[src/rtl/ser_rx_pkg.sv]
package ser_rx_pkg;

   typedef enum logic [1:0] {
      FR_IDLE  = 2'd0,
      FR_SHIFT = 2'd1,
      FR_HOLD  = 2'd2
   } fr_state_e;

   localparam int PIN_N     = 4;
   localparam int PIN_SYNC  = 0;
   localparam int PIN_SCLK  = 1;
   localparam int PIN_DIN   = 2;
   localparam int PIN_CHAIN = 3;

   localparam logic [PIN_N-1:0] PIN_RST = 4'b0001;

endpackage

[src/rtl/ser_rx_sync.sv]
module ser_rx_sync #(
   parameter int                W       = 4,
   parameter int                STAGES  = 2,
   parameter logic [W-1:0]      RST_VAL = '0
) (
   input  logic          clk,
   input  logic          rst_n,
   input  logic [W-1:0]  d_i,
   output logic [W-1:0]  q_o
);

   logic [W-1:0] stage_q [STAGES];

   generate
      if (STAGES < 2) begin : g_bad_stages
         $error("ser_rx_sync: STAGES must be at least 2");
      end
      for (genvar s = 0; s < STAGES; s++) begin : g_stage
         if (s == 0) begin : g_first
            always_ff @(posedge clk or negedge rst_n) begin
               if (!rst_n) stage_q[0] <= RST_VAL;
               else        stage_q[0] <= d_i;
            end
         end else begin : g_next
            always_ff @(posedge clk or negedge rst_n) begin
               if (!rst_n) stage_q[s] <= RST_VAL;
               else        stage_q[s] <= stage_q[s-1];
            end
         end
      end
   endgenerate

   assign q_o = stage_q[STAGES-1];

endmodule

[src/rtl/ser_rx_ctrl.sv]
module ser_rx_ctrl
   import ser_rx_pkg::*;
#(
   parameter int WORD_W = 16,
   parameter int CNT_W  = 8
) (
   input  logic              clk,
   input  logic              rst_n,
   input  logic              sync_n_s,
   input  logic              sclk_s,
   input  logic              chain_s,
   output logic              shift_en_o,
   output logic              take_head_o,
   output logic              take_tail_o,
   output logic              abort_o,
   output logic              buf_en_o,
   output logic [CNT_W-1:0]  frame_cnt_o
);

   localparam int              BCW  = $clog2(WORD_W + 1);
   localparam logic [BCW-1:0]  FULL = BCW'(WORD_W);
   localparam logic [BCW-1:0]  LAST = BCW'(WORD_W - 1);

   fr_state_e         state_q, state_nxt;
   logic [BCW-1:0]    bit_q, bit_nxt;
   logic              sync_n_d, sclk_d;
   logic              chain_q, chain_nxt;
   logic              abort_q, abort_set;
   logic [CNT_W-1:0]  cnt_q;
   logic              sync_fall, sync_rise, sclk_fall;
   logic              shift_en, take_head, take_tail;

   assign sync_fall = sync_n_d & ~sync_n_s;
   assign sync_rise = ~sync_n_d & sync_n_s;
   assign sclk_fall = sclk_d & ~sclk_s;

   always_comb begin
      state_nxt = state_q;
      bit_nxt   = bit_q;
      chain_nxt = chain_q;
      shift_en  = 1'b0;
      take_head = 1'b0;
      take_tail = 1'b0;
      abort_set = 1'b0;
      unique case (state_q)
         FR_IDLE: begin
            if (sync_fall) begin
               state_nxt = FR_SHIFT;
               bit_nxt   = '0;
               chain_nxt = chain_s;
            end
         end
         FR_SHIFT: begin
            if (sync_rise) begin
               state_nxt = FR_IDLE;
               if (chain_q && (bit_q == FULL)) take_tail = 1'b1;
               else                            abort_set = 1'b1;
            end else if (sclk_fall) begin
               shift_en = 1'b1;
               if (bit_q != FULL) bit_nxt = bit_q + 1'b1;
               if (!chain_q && (bit_q == LAST)) begin
                  take_head = 1'b1;
                  state_nxt = FR_HOLD;
               end
            end
         end
         FR_HOLD: begin
            if (sync_rise) state_nxt = FR_IDLE;
         end
         default: state_nxt = FR_IDLE;
      endcase
   end

   always_ff @(posedge clk or negedge rst_n) begin
      if (!rst_n) begin
         state_q  <= FR_IDLE;
         bit_q    <= '0;
         chain_q  <= 1'b0;
         sync_n_d <= 1'b1;
         sclk_d   <= 1'b0;
         abort_q  <= 1'b0;
         cnt_q    <= '0;
      end else begin
         state_q  <= state_nxt;
         bit_q    <= bit_nxt;
         chain_q  <= chain_nxt;
         sync_n_d <= sync_n_s;
         sclk_d   <= sclk_s;
         abort_q  <= abort_set;
         if (take_head || take_tail) cnt_q <= cnt_q + 1'b1;
      end
   end

   assign shift_en_o  = shift_en;
   assign take_head_o = take_head;
   assign take_tail_o = take_tail;
   assign abort_o     = abort_q;
   assign buf_en_o    = (state_q == FR_SHIFT);
   assign frame_cnt_o = cnt_q;

endmodule

[src/rtl/ser_rx_shift.sv]
module ser_rx_shift #(
   parameter int WORD_W = 16
) (
   input  logic               clk,
   input  logic               rst_n,
   input  logic               shift_en_i,
   input  logic               din_s,
   input  logic               take_head_i,
   input  logic               take_tail_i,
   output logic [WORD_W-1:0]  word_o,
   output logic               word_vld_o,
   output logic               msb_o
);

   logic [WORD_W-1:0] sreg_q, sreg_nxt, word_q;
   logic              vld_q;

   assign sreg_nxt = {sreg_q[WORD_W-2:0], din_s};

   always_ff @(posedge clk or negedge rst_n) begin
      if (!rst_n) begin
         sreg_q <= '0;
         word_q <= '0;
         vld_q  <= 1'b0;
      end else begin
         if (shift_en_i)       sreg_q <= sreg_nxt;
         if (take_head_i)      word_q <= sreg_nxt;
         else if (take_tail_i) word_q <= sreg_q;
         vld_q <= take_head_i | take_tail_i;
      end
   end

   assign word_o     = word_q;
   assign word_vld_o = vld_q;
   assign msb_o      = sreg_q[WORD_W-1];

endmodule

[src/rtl/ser_frame_rx.sv]
module ser_frame_rx
   import ser_rx_pkg::*;
#(
   parameter int WORD_W      = 16,
   parameter int CNT_W       = 8,
   parameter int SYNC_STAGES = 2
) (
   input  logic               clk,
   input  logic               rst_n,
   input  logic               sync_n_i,
   input  logic               sclk_i,
   input  logic               din_i,
   input  logic               chain_en_i,
   output logic [WORD_W-1:0]  word_o,
   output logic               word_vld_o,
   output logic               abort_o,
   output logic [CNT_W-1:0]   frame_cnt_o,
   output logic               buf_en_o,
   output logic               sdo_o,
   output logic               sdo_oe_o
);

   generate
      if (WORD_W < 2) begin : g_bad_word
         $error("ser_frame_rx: WORD_W must be at least 2");
      end
      if (CNT_W < 1) begin : g_bad_cnt
         $error("ser_frame_rx: CNT_W must be at least 1");
      end
   endgenerate

   logic [PIN_N-1:0] pins_raw, pins_s;
   logic             shift_en, take_head, take_tail;

   always_comb begin
      pins_raw            = '0;
      pins_raw[PIN_SYNC]  = sync_n_i;
      pins_raw[PIN_SCLK]  = sclk_i;
      pins_raw[PIN_DIN]   = din_i;
      pins_raw[PIN_CHAIN] = chain_en_i;
   end

   ser_rx_sync #(
      .W       (PIN_N),
      .STAGES  (SYNC_STAGES),
      .RST_VAL (PIN_RST)
   ) u_sync (
      .clk   (clk),
      .rst_n (rst_n),
      .d_i   (pins_raw),
      .q_o   (pins_s)
   );

   ser_rx_ctrl #(
      .WORD_W (WORD_W),
      .CNT_W  (CNT_W)
   ) u_ctrl (
      .clk         (clk),
      .rst_n       (rst_n),
      .sync_n_s    (pins_s[PIN_SYNC]),
      .sclk_s      (pins_s[PIN_SCLK]),
      .chain_s     (pins_s[PIN_CHAIN]),
      .shift_en_o  (shift_en),
      .take_head_o (take_head),
      .take_tail_o (take_tail),
      .abort_o     (abort_o),
      .buf_en_o    (buf_en_o),
      .frame_cnt_o (frame_cnt_o)
   );

   ser_rx_shift #(
      .WORD_W (WORD_W)
   ) u_shift (
      .clk         (clk),
      .rst_n       (rst_n),
      .shift_en_i  (shift_en),
      .din_s       (pins_s[PIN_DIN]),
      .take_head_i (take_head),
      .take_tail_i (take_tail),
      .word_o      (word_o),
      .word_vld_o  (word_vld_o),
      .msb_o       (sdo_o)
   );

   assign sdo_oe_o = pins_s[PIN_CHAIN];

endmodule

[config.mk]
export PLATFORM = sky130hd
export DESIGN_NAME = ser_frame_rx
export DESIGN_NICKNAME = d
export VERILOG_FILES = /design/src/rtl/ser_rx_pkg.sv /design/src/rtl/ser_rx_sync.sv /design/src/rtl/ser_rx_ctrl.sv /design/src/rtl/ser_rx_shift.sv /design/src/rtl/ser_frame_rx.sv
export SDC_FILE = /design/constraint.sdc
export NUM_CORES = 1
export LEC_CHECK = 0
export CAP_MARGIN = 5
export CORE_MARGIN = 1
export CORE_UTILIZATION = 58
export CTS_CLUSTER_DIAMETER = 50
export DETAILED_ROUTE_END_ITERATION = 12
export HOLD_SLACK_MARGIN = 0.02
export PLACE_DENSITY = 0.83
export SLEW_MARGIN = 5
export SYNTH_ARGS = -nofsm -noshare
export SYNTH_HDL_FRONTEND = slang
export SYNTH_SLANG_ARGS = --single-unit
[constraint.sdc]
create_clock -name clk -period 5.9 [get_ports clk]
set_clock_uncertainty 0.2 [all_clocks]
set_input_delay 0.885 -clock clk [delete_from_list [all_inputs] [get_ports clk]]
set_output_delay 0.885 -clock clk [all_outputs]
set_load 0.05 [all_outputs]
Word-level counts from Yosys, hierarchy flattened --
Index checks and enable logic that the tools add are counted.
Storage, ports and cells: flip-flop bits (word level) 60, latch bits 0, bits in writable memories 0, bits in read-only memories 0, bits of input ports 6, output and inout port bits 29, logic and storage cells 69, memories kept 0
Cells by class: add/subtract/negate cells 2, multipliers 0, divide/modulo/power cells 0, magnitude comparators 0, equal/unequal tests 12, shift-type cells 0, multiplexer cells 26, bitwise operators 7, reductions and logical operators 10
Operator list (number):
- two-way mux 16 bit | 2
- two-way mux 5 bit | 4
- two-way mux 1 bit | 13
- two-way mux 2 bit | 5
- case mux 5 bit (2 select lines) | 1
- adder 8 x 1 -> 8 bit, second input constant | 1
- inequality test 2 x 1 -> 1 bit, second input constant | 4
- inequality test 3 x 1 -> 1 bit, second input constant | 2
- case mux 2 bit (3 select lines) | 1
- adder 5 x 1 -> 5 bit, second input constant | 1
- == test 5 x 4 -> 1 bit, second input constant | 1
- == test 5 bit, second input constant | 1
- inequality test 5 bit, second input constant | 1
- AND reduction 5 bit | 1
- AND reduction 4 bit | 1
- nonzero test 2 bit | 2
- AND 1 bit | 3
- NOT 1 bit | 3
- == test 2 x 1 -> 1 bit, second input constant | 1
- == test 2 bit, second input constant | 1
- logical AND 1 bit | 2
- logical NOT 2 bit | 1
- inequality test 2 bit, second input constant | 1
- AND reduction 2 bit | 1
- 3 further kinds | 3

Longest topological paths before layout --
Gate-level depths: netlist of the first run.
word-level depth 7, depth in mapped cells 9

Hierarchy --
Synthesis of the first run repeated with hierarchy kept, for this count alone.
Unflattened totals: cells, all modules 204, area, all modules 2675.1 µm²
Modules (own cells, without submodules):
- ser_rx_shift | instances 1, cells each 105, area an instance 1426.4 µm², seq. area each 825.8 µm²
- ser_rx_ctrl | instances 1, cells each 87, area an instance 1016.0 µm², seq. area each 476.7 µm²
- ser_rx_sync | instances 1, cells each 12, area an instance 232.7 µm², seq. area each 202.7 µm²

Worst setup path after synthesis of the first run --
No wires, ideal clock.
kind register -> output, start register u_ctrl.state_q[0], end output buf_en_o, arrival 1186 ps, path slack 3629 ps, cell stages (with the launch flop) 5, buffers on the path 3, cells stage by stage dfrtp_1 > buf_2 > nor2b_4 > buf_2 > buf_2
Between the ends: cells in the longest elaborated chain, start to end 1
RTL lines:
- from (decl) | line ser_rx_ctrl.sv:24 | fr_state_e state_q, state_nxt;
- from (signal assigned) | line ser_rx_ctrl.sv:84 | state_q <= state_nxt;
- == test 2 x 1 -> 1 bit | line ser_rx_ctrl.sv:98 | assign buf_en_o = (state_q == FR_SHIFT);
- to (decl) | line ser_frame_rx.sv:18 | output logic buf_en_o,
No other way between the ends.

Worst setup path in the final report of the first run --
Ends and elaborated chain as after synthesis.

==> metrics.cfg, run 1 <==
[pwr]
p_switching_uw=242
ir_worst_vdd_mv=0.195
cell_internal_pwr_uw=671
power_frac_comb_pct=12.7
pwr-share-seq_pct=53.3
leakagePower_nw=1.50
power_density_nw_per_um2=290
clkPwrFrac_pct=34.0
switching_share_pct=26.5

[hold_path]
hold_class=register to register
hold_depth=0
holdPathEnd=u_sync.q_o[2]$_DFF_PN0_
min-delay-start=u_sync.stage_q[6]$_DFF_PN0_

[yosys]
syn_avg_cell_area_um2=13.0
synthTopCellsByArea=dfrtp_1 (54%), mux2i_1 (6.8%), a21oi_1 (5.7%)
synth_sequential_area_ratio_pct=56.9
yosysTopAreaCellShare_pct=53.9
ys_ff_latch=60
yosys.area.top_type=dfrtp_1
syn_area_um2=2650
synth_edf_count=0
ys.flop_type=dfrtp_1
ys_types=43
yosys_warnings=0
synthArstFlopShare_pct=100
synth_cells=204
synth_nets=214

[route]
drc=0
ant_nets=0
vias=1705
wire_per_inst_um=16.5
via_per_inst=5.72
drt_wl_total_mm=4.90
drt_first_iter_violations=113
firstDrtPassIters=4

[clock_tree]
cts-hold-fix-buffers=0
cts_root_buffer=clkbuf_8
cts_setup_buffers=0
cts_sinks=60
clock_latency_ns=0.34
cts_max_path_buffers=2
cts_tree=done
htree_num_levels=3
cts_made_buffers=9
clk_pin_slew_ns=0.06
cts_resized=0

[timing]
setup_tns_ns=0
rsz0062_at_grt=false
slew_headroom_pct=29.2
clock.fmax_mhz=294
tightest_slew_ns=1.06
setup_ws_ns=2.49
min_period_ns=3.41
maxSlewViolCount=0
setup_violations=0
finalCritPeriodShare_pct=57.7
hold_viol=0

[worst_setup_path]
reg2reg_from=u_ctrl.bit_q[1]$_DFFE_PN0P_
r2r_slack_ns=3.01
worst_setup_path_start_kind=register
r2r_cells=7
worst_ep_arrival_time_ns=2.32
r2r-end=u_ctrl.frame_cnt_o[1]$_DFFE_PN0P_
critPathKind=register to output port
endpoint_kind=output port
worstPathRequired_ns=4.82
path_max_fanout=26

[run]
drv_cap=0

[global_route]
antenna_found_initial=0
grt-ovfl-total=0
grt.total_usage_pct=22.2
grt_start_max_net_pins=61
grt_pass1_wl_mm=7.95
grt_pass1_vias=1664

[floorplan]
initial_core_util_pct=60.4
core_area_um2=4380
die_x_um=69.6
die_h_um=69.6
num_rows=24
die_area_um2=4840
pin_count=35

[layout]
antennaDiodeCount=0
fill_cells=325
mostFrequentLayoutCell=dfrtp_1
mostFrequentLayoutCells=dfrtp_1 (57), clkdlybuf4s50_1 (33), a21oi_1 (30)
nets=251
drive_above_1_share_pct=15.9
area_growth_pct=19.1

[run_status]
status=finished, final reports clean

[place]
pre_cts_ws_ns=2.89
io_buffer_count=34
hpwlAfterDp_mm=3.12
routabilityCongestion=0.836

==> per-layer routing <==
| layer | vias to the layer above | part of all wire, % | GRT usage (%) |
|---|---|---|---|
| li1 | 810 | - | - |
| met3 | 11 | 3.9 | 5.38 |
| met5 | - | 0 | 0 |
| met2 | 42 | 48 | 32.7 |
| met4 | 0 | 2.1 | 14.7 |
| met1 | 842 | 46 | 29.5 |
==> worst max-delay path by stage <==
stage	from	to	slack, ns	cells past startpoint
6_report	u_ctrl.state_q[0]$_DFFE_PN0P_	buf_en_o	2.49	2
5_1_grt	u_ctrl.state_q[0]$_DFFE_PN0P_	buf_en_o	2.40	2
2_1_floorplan	u_ctrl.state_q[0]$_DFFE_PN0P_	buf_en_o	3.63	4
4_1_cts	u_ctrl.state_q[0]$_DFFE_PN0P_	buf_en_o	2.50	2
3_5_place_dp	u_ctrl.state_q[0]$_DFFE_PN0P_	buf_en_o	2.89	2
3_3_place_gp	u_ctrl.state_q[0]$_DFFE_PN0P_	buf_en_o	2.92	2
==> stage by stage <==
| step | hold slack (ns) | area, µm² | total power, mW | cells | util (%) |
|---|---|---|---|---|---|
| after floorplan | 0.131 | 2650 | 0.575 | 204 | - |
| after global placement | 0.131 | 2990 | 0.606 | 282 | 68.3 |
| after detailed placement | 0.136 | 2990 | 0.610 | 282 | 68.3 |
| after CTS | 0.145 | 3150 | 0.920 | 298 | 71.9 |
| after global routing | 0.148 | 3150 | 0.957 | 298 | 71.9 |
| final | 0.144 | 3150 | 0.914 | 298 | 71.9 |
==> cell type report <==
type | instances | area [µm²] | share of cell area, %
clock buffer | 16 | 160 | 5.08
inverter | 5 | 18.8 | 0.595
multi-input combinational | 129 | 1050 | 33.4
sequential | 60 | 1510 | 47.7
tap | 52 | 65.1 | 2.06
timing repair buffer | 36 | 350 | 11.1
==> cells by family after synthesis <==
| group | share of synthesized area (%) |
|---|---|
| xor+xnor | 2.32 |
| flops | 56.9 |
| compound gates | 9.40 |
| fa+ha+maj | 1.89 |
| simple gates | 11.7 |
| mux | 14.5 |
| buf+inv | 3.36 |
==> sequential cells by signal, summed over array words and instances, names as in the netlist <==
| signal | flops |
|---|---|
| u_ctrl.state_q | 2 |
| u_ctrl.bit_q | 5 |
| u_ctrl.sync_n_d | 1 |
| u_shift.word_o | 16 |
| u_ctrl.chain_q | 1 |
| u_ctrl.abort_o | 1 |
| u_sync.stage_q | 4 |
| u_shift.sreg_q | 16 |
| u_ctrl.frame_cnt_o | 8 |
| u_ctrl.sclk_d | 1 |
| u_shift.word_vld_o | 1 |
| u_sync.q_o | 4 |
==> cells in the mapped netlist, types with 2 or more instances <==
library cell,number
dfstp_2,3
mux2_1,6
nand4_1,4
dfrtp_1,57
buf_2,5
a21oi_1,30
ha_1,4
buf_4,3
buf_6,2
nand2b_1,4
and3_1,3
inv_1,5
mux2i_1,18
nor2_1,6
nand3_1,6
nand2_1,3
xnor2_1,6
nand3b_1,3
mux2_2,12
==> worst max-delay path: stages (launching register included) <==
cell and delay (ns):
dfrtp_1 0.50, nor2b_4 0.57, clkdlybuf4s50_1 0.91
==> power by group through the flow <==
| stage | sequential (mW) | clock [mW] | combinational (mW) |
|---|---|---|---|
| 2_1_floorplan | 0.485 | 0 | 0.0901 |
| 3_3_place_gp | 0.492 | 0 | 0.114 |
| 3_5_place_dp | 0.493 | 0 | 0.116 |
| 4_1_cts | 0.486 | 0.317 | 0.117 |
| 5_1_grt | 0.492 | 0.334 | 0.130 |
| 6_report | 0.487 | 0.310 | 0.116 |
Note: power is estimated with default switching activity, not from simulation.
==> run 2, diff against run 1 <==
--- a/config.mk
+++ b/config.mk
@@ -7,11 +7,11 @@
 export LEC_CHECK = 0
 export CAP_MARGIN = 5
 export CORE_MARGIN = 1
-export CORE_UTILIZATION = 58
+export CORE_UTILIZATION = 54
 export CTS_CLUSTER_DIAMETER = 50
 export DETAILED_ROUTE_END_ITERATION = 12
 export HOLD_SLACK_MARGIN = 0.02
-export PLACE_DENSITY = 0.83
+export PLACE_DENSITY = 0.78
 export SLEW_MARGIN = 5
 export SYNTH_ARGS = -nofsm -noshare
 export SYNTH_HDL_FRONTEND = slang
==> constraint.sdc (replaced) <==
create_clock -name clk -period 3.25 [get_ports clk]
set_clock_uncertainty 0.2 [all_clocks]
set_input_delay 0.4875 -clock clk [delete_from_list [all_inputs] [get_ports clk]]
set_output_delay 0.4875 -clock clk [all_outputs]
set_load 0.05 [all_outputs]
==> metrics.cfg, run 2 (synthesis gave the netlist of run 1 again) <==
[hold_path]
hold_class=register to register

[timing]
tightest_slew_ns=0.656
finalCritPeriodShare_pct=82.7
setup_violations=0
setup_tns_ns=0
slew_headroom_pct=56.3
clock.fmax_mhz=372
maxSlewViolCount=0
min_period_ns=2.69
whs_ns=0.148
hold_viol=0
rsz0062_at_grt=false

[clock_tree]
cts_sinks=60
cts_tree=done
cts_root_buffer=clkbuf_8
clock_latency_ns=0.33
cts-hold-fix-buffers=1
cts_made_buffers=9
cts_max_path_buffers=2
clk_pin_slew_ns=0.07
cts_resized=0
cts_setup_buffers=0
htree_num_levels=3

[place]
hpwlAfterDp_mm=3.34
io_buffer_count=34
routabilityCongestion=0.787
postPlaceCellArea_um2=3050

[route]
via_per_inst=5.45
ant_nets=0
drt_wl_total_mm=4.87
drt_first_iter_violations=109
drc=0
wire_per_inst_um=15.3
vias=1738
firstDrtPassIters=4

[floorplan]
die_x_um=72.0
die_area_um2=5190
initial_core_util_pct=56.1
pin_count=35
core_area_um2=4720
num_rows=25
die_h_um=72.0

[pwr]
ir_worst_vdd_mv=0.394
power_density_nw_per_um2=518
leakagePower_nw=1.54

[layout]
fill_cells=375
fin_area_um2=3220
mostFrequentLayoutCell=dfrtp_1
antennaDiodeCount=0
nets=257
area_growth_pct=21.7
mostFrequentLayoutCells=dfrtp_1 (57), clkdlybuf4s50_1 (33), a21oi_1 (30)
drive_above_1_share_pct=18.3

[worst_setup_path]
cpPeakStageDelay_ns=0.85
crit_slowest_cell=clkdlybuf4s50_1
worst_path_dominant_cell_family=buffers and inverters
crit_chain=nor2b_4 -> clkdlybuf4s50_1
worst_ep_arrival_time_ns=2.00
critPathKind=register to output port
worstPathRequired_ns=2.56
worst_setup_path_start_kind=register
path_max_fanout=10
endpoint_kind=output port
path_buf_inv=1

[global_route]
grt.total_usage_pct=21.8
grt_start_max_net_pins=32
grt_pass1_wl_mm=8.26
grt-ovfl-total=0
antenna_found_initial=0
grt_pass1_vias=1711

[run]
drv_cap=0

[run_status]
status=finished, final reports clean

==> run 2: cell count changes in the layout (fill, tap and decap cells not counted) <==
cell           delta
dlygate4sd3_1     +1
clkbuf_1          -2
buf_4             +5
clkinv_2          +2
==> run 2: final cells by class <==
class / instances / area [µm²] / share of cell area, %
Clock inverter: 2 / 10.0 / 0.311
Inverter: 5 / 18.8 / 0.583
Sequential cell: 60 / 1510 / 46.7
Tap cell: 67 / 83.8 / 2.60
Timing Repair Buffer: 42 / 398 / 12.3
Multi-Input combinational cell: 129 / 1050 / 32.7
Clock buffer: 14 / 153 / 4.74
==> run 2: worst paths after layout <==
path                                                       to                          start  cells past startpoint  slack, ns
worst max-delay path                                 buf_en_o  u_ctrl.state_q[0]$_DFFE_PN0P_                      2       0.56
worst min-delay path                  u_sync.q_o[3]$_DFF_PN0_    u_sync.stage_q[7]$_DFF_PN0_                      0       0.15
worst max register to register  u_shift.word_o[0]$_DFFE_PN0P_    u_ctrl.bit_q[0]$_DFFE_PN0P_                      8       0.87
worst min register to register        u_sync.q_o[3]$_DFF_PN0_    u_sync.stage_q[7]$_DFF_PN0_                      0       0.15
max in group asynchronous         u_sync.stage_q[4]$_DFF_PN1_                          rst_n                      3       1.61
min in group asynchronous         u_ctrl.bit_q[1]$_DFFE_PN0P_                          rst_n                      2       0.52
==> run 2: power breakdown <==
part	total [mW]	internal, mW	switching (mW)
Clock	0.567	0.296	0.271
Combinational	0.216	0.108	0.108
Sequential	0.887	0.815	0.0717
==> run 2: per-layer routing <==
metal	vias up	track usage [%]	part of all wire (%)
met5	-	0	0
met4	0	9.80	1.1
met3	5	7.92	3.7
met2	24	35.1	50
met1	890	26.5	45
li1	819	-	-
==> run 2: metrics by stage <==
stage	power, mW	setup WS, ns	util (%)	std cells
2_1_floorplan	1.04	1.09	-	204
4_1_cts	1.68	0.560	68.2	319
5_1_grt	1.75	0.473	68.2	319
3_3_place_gp	1.11	0.953	64.6	302
3_5_place_dp	1.11	0.892	64.6	302
6_report	1.67	0.562	68.2	319
==> run 2: worst reg2reg max path: cells and delay by family, from the launching register on <==
kind	cells	cell delay, ns
simple gates	3	0.57
fa+ha+maj	2	0.44
flops	1	0.41
buf+inv	1	0.29
mux	1	0.26
compound gates	1	0.09
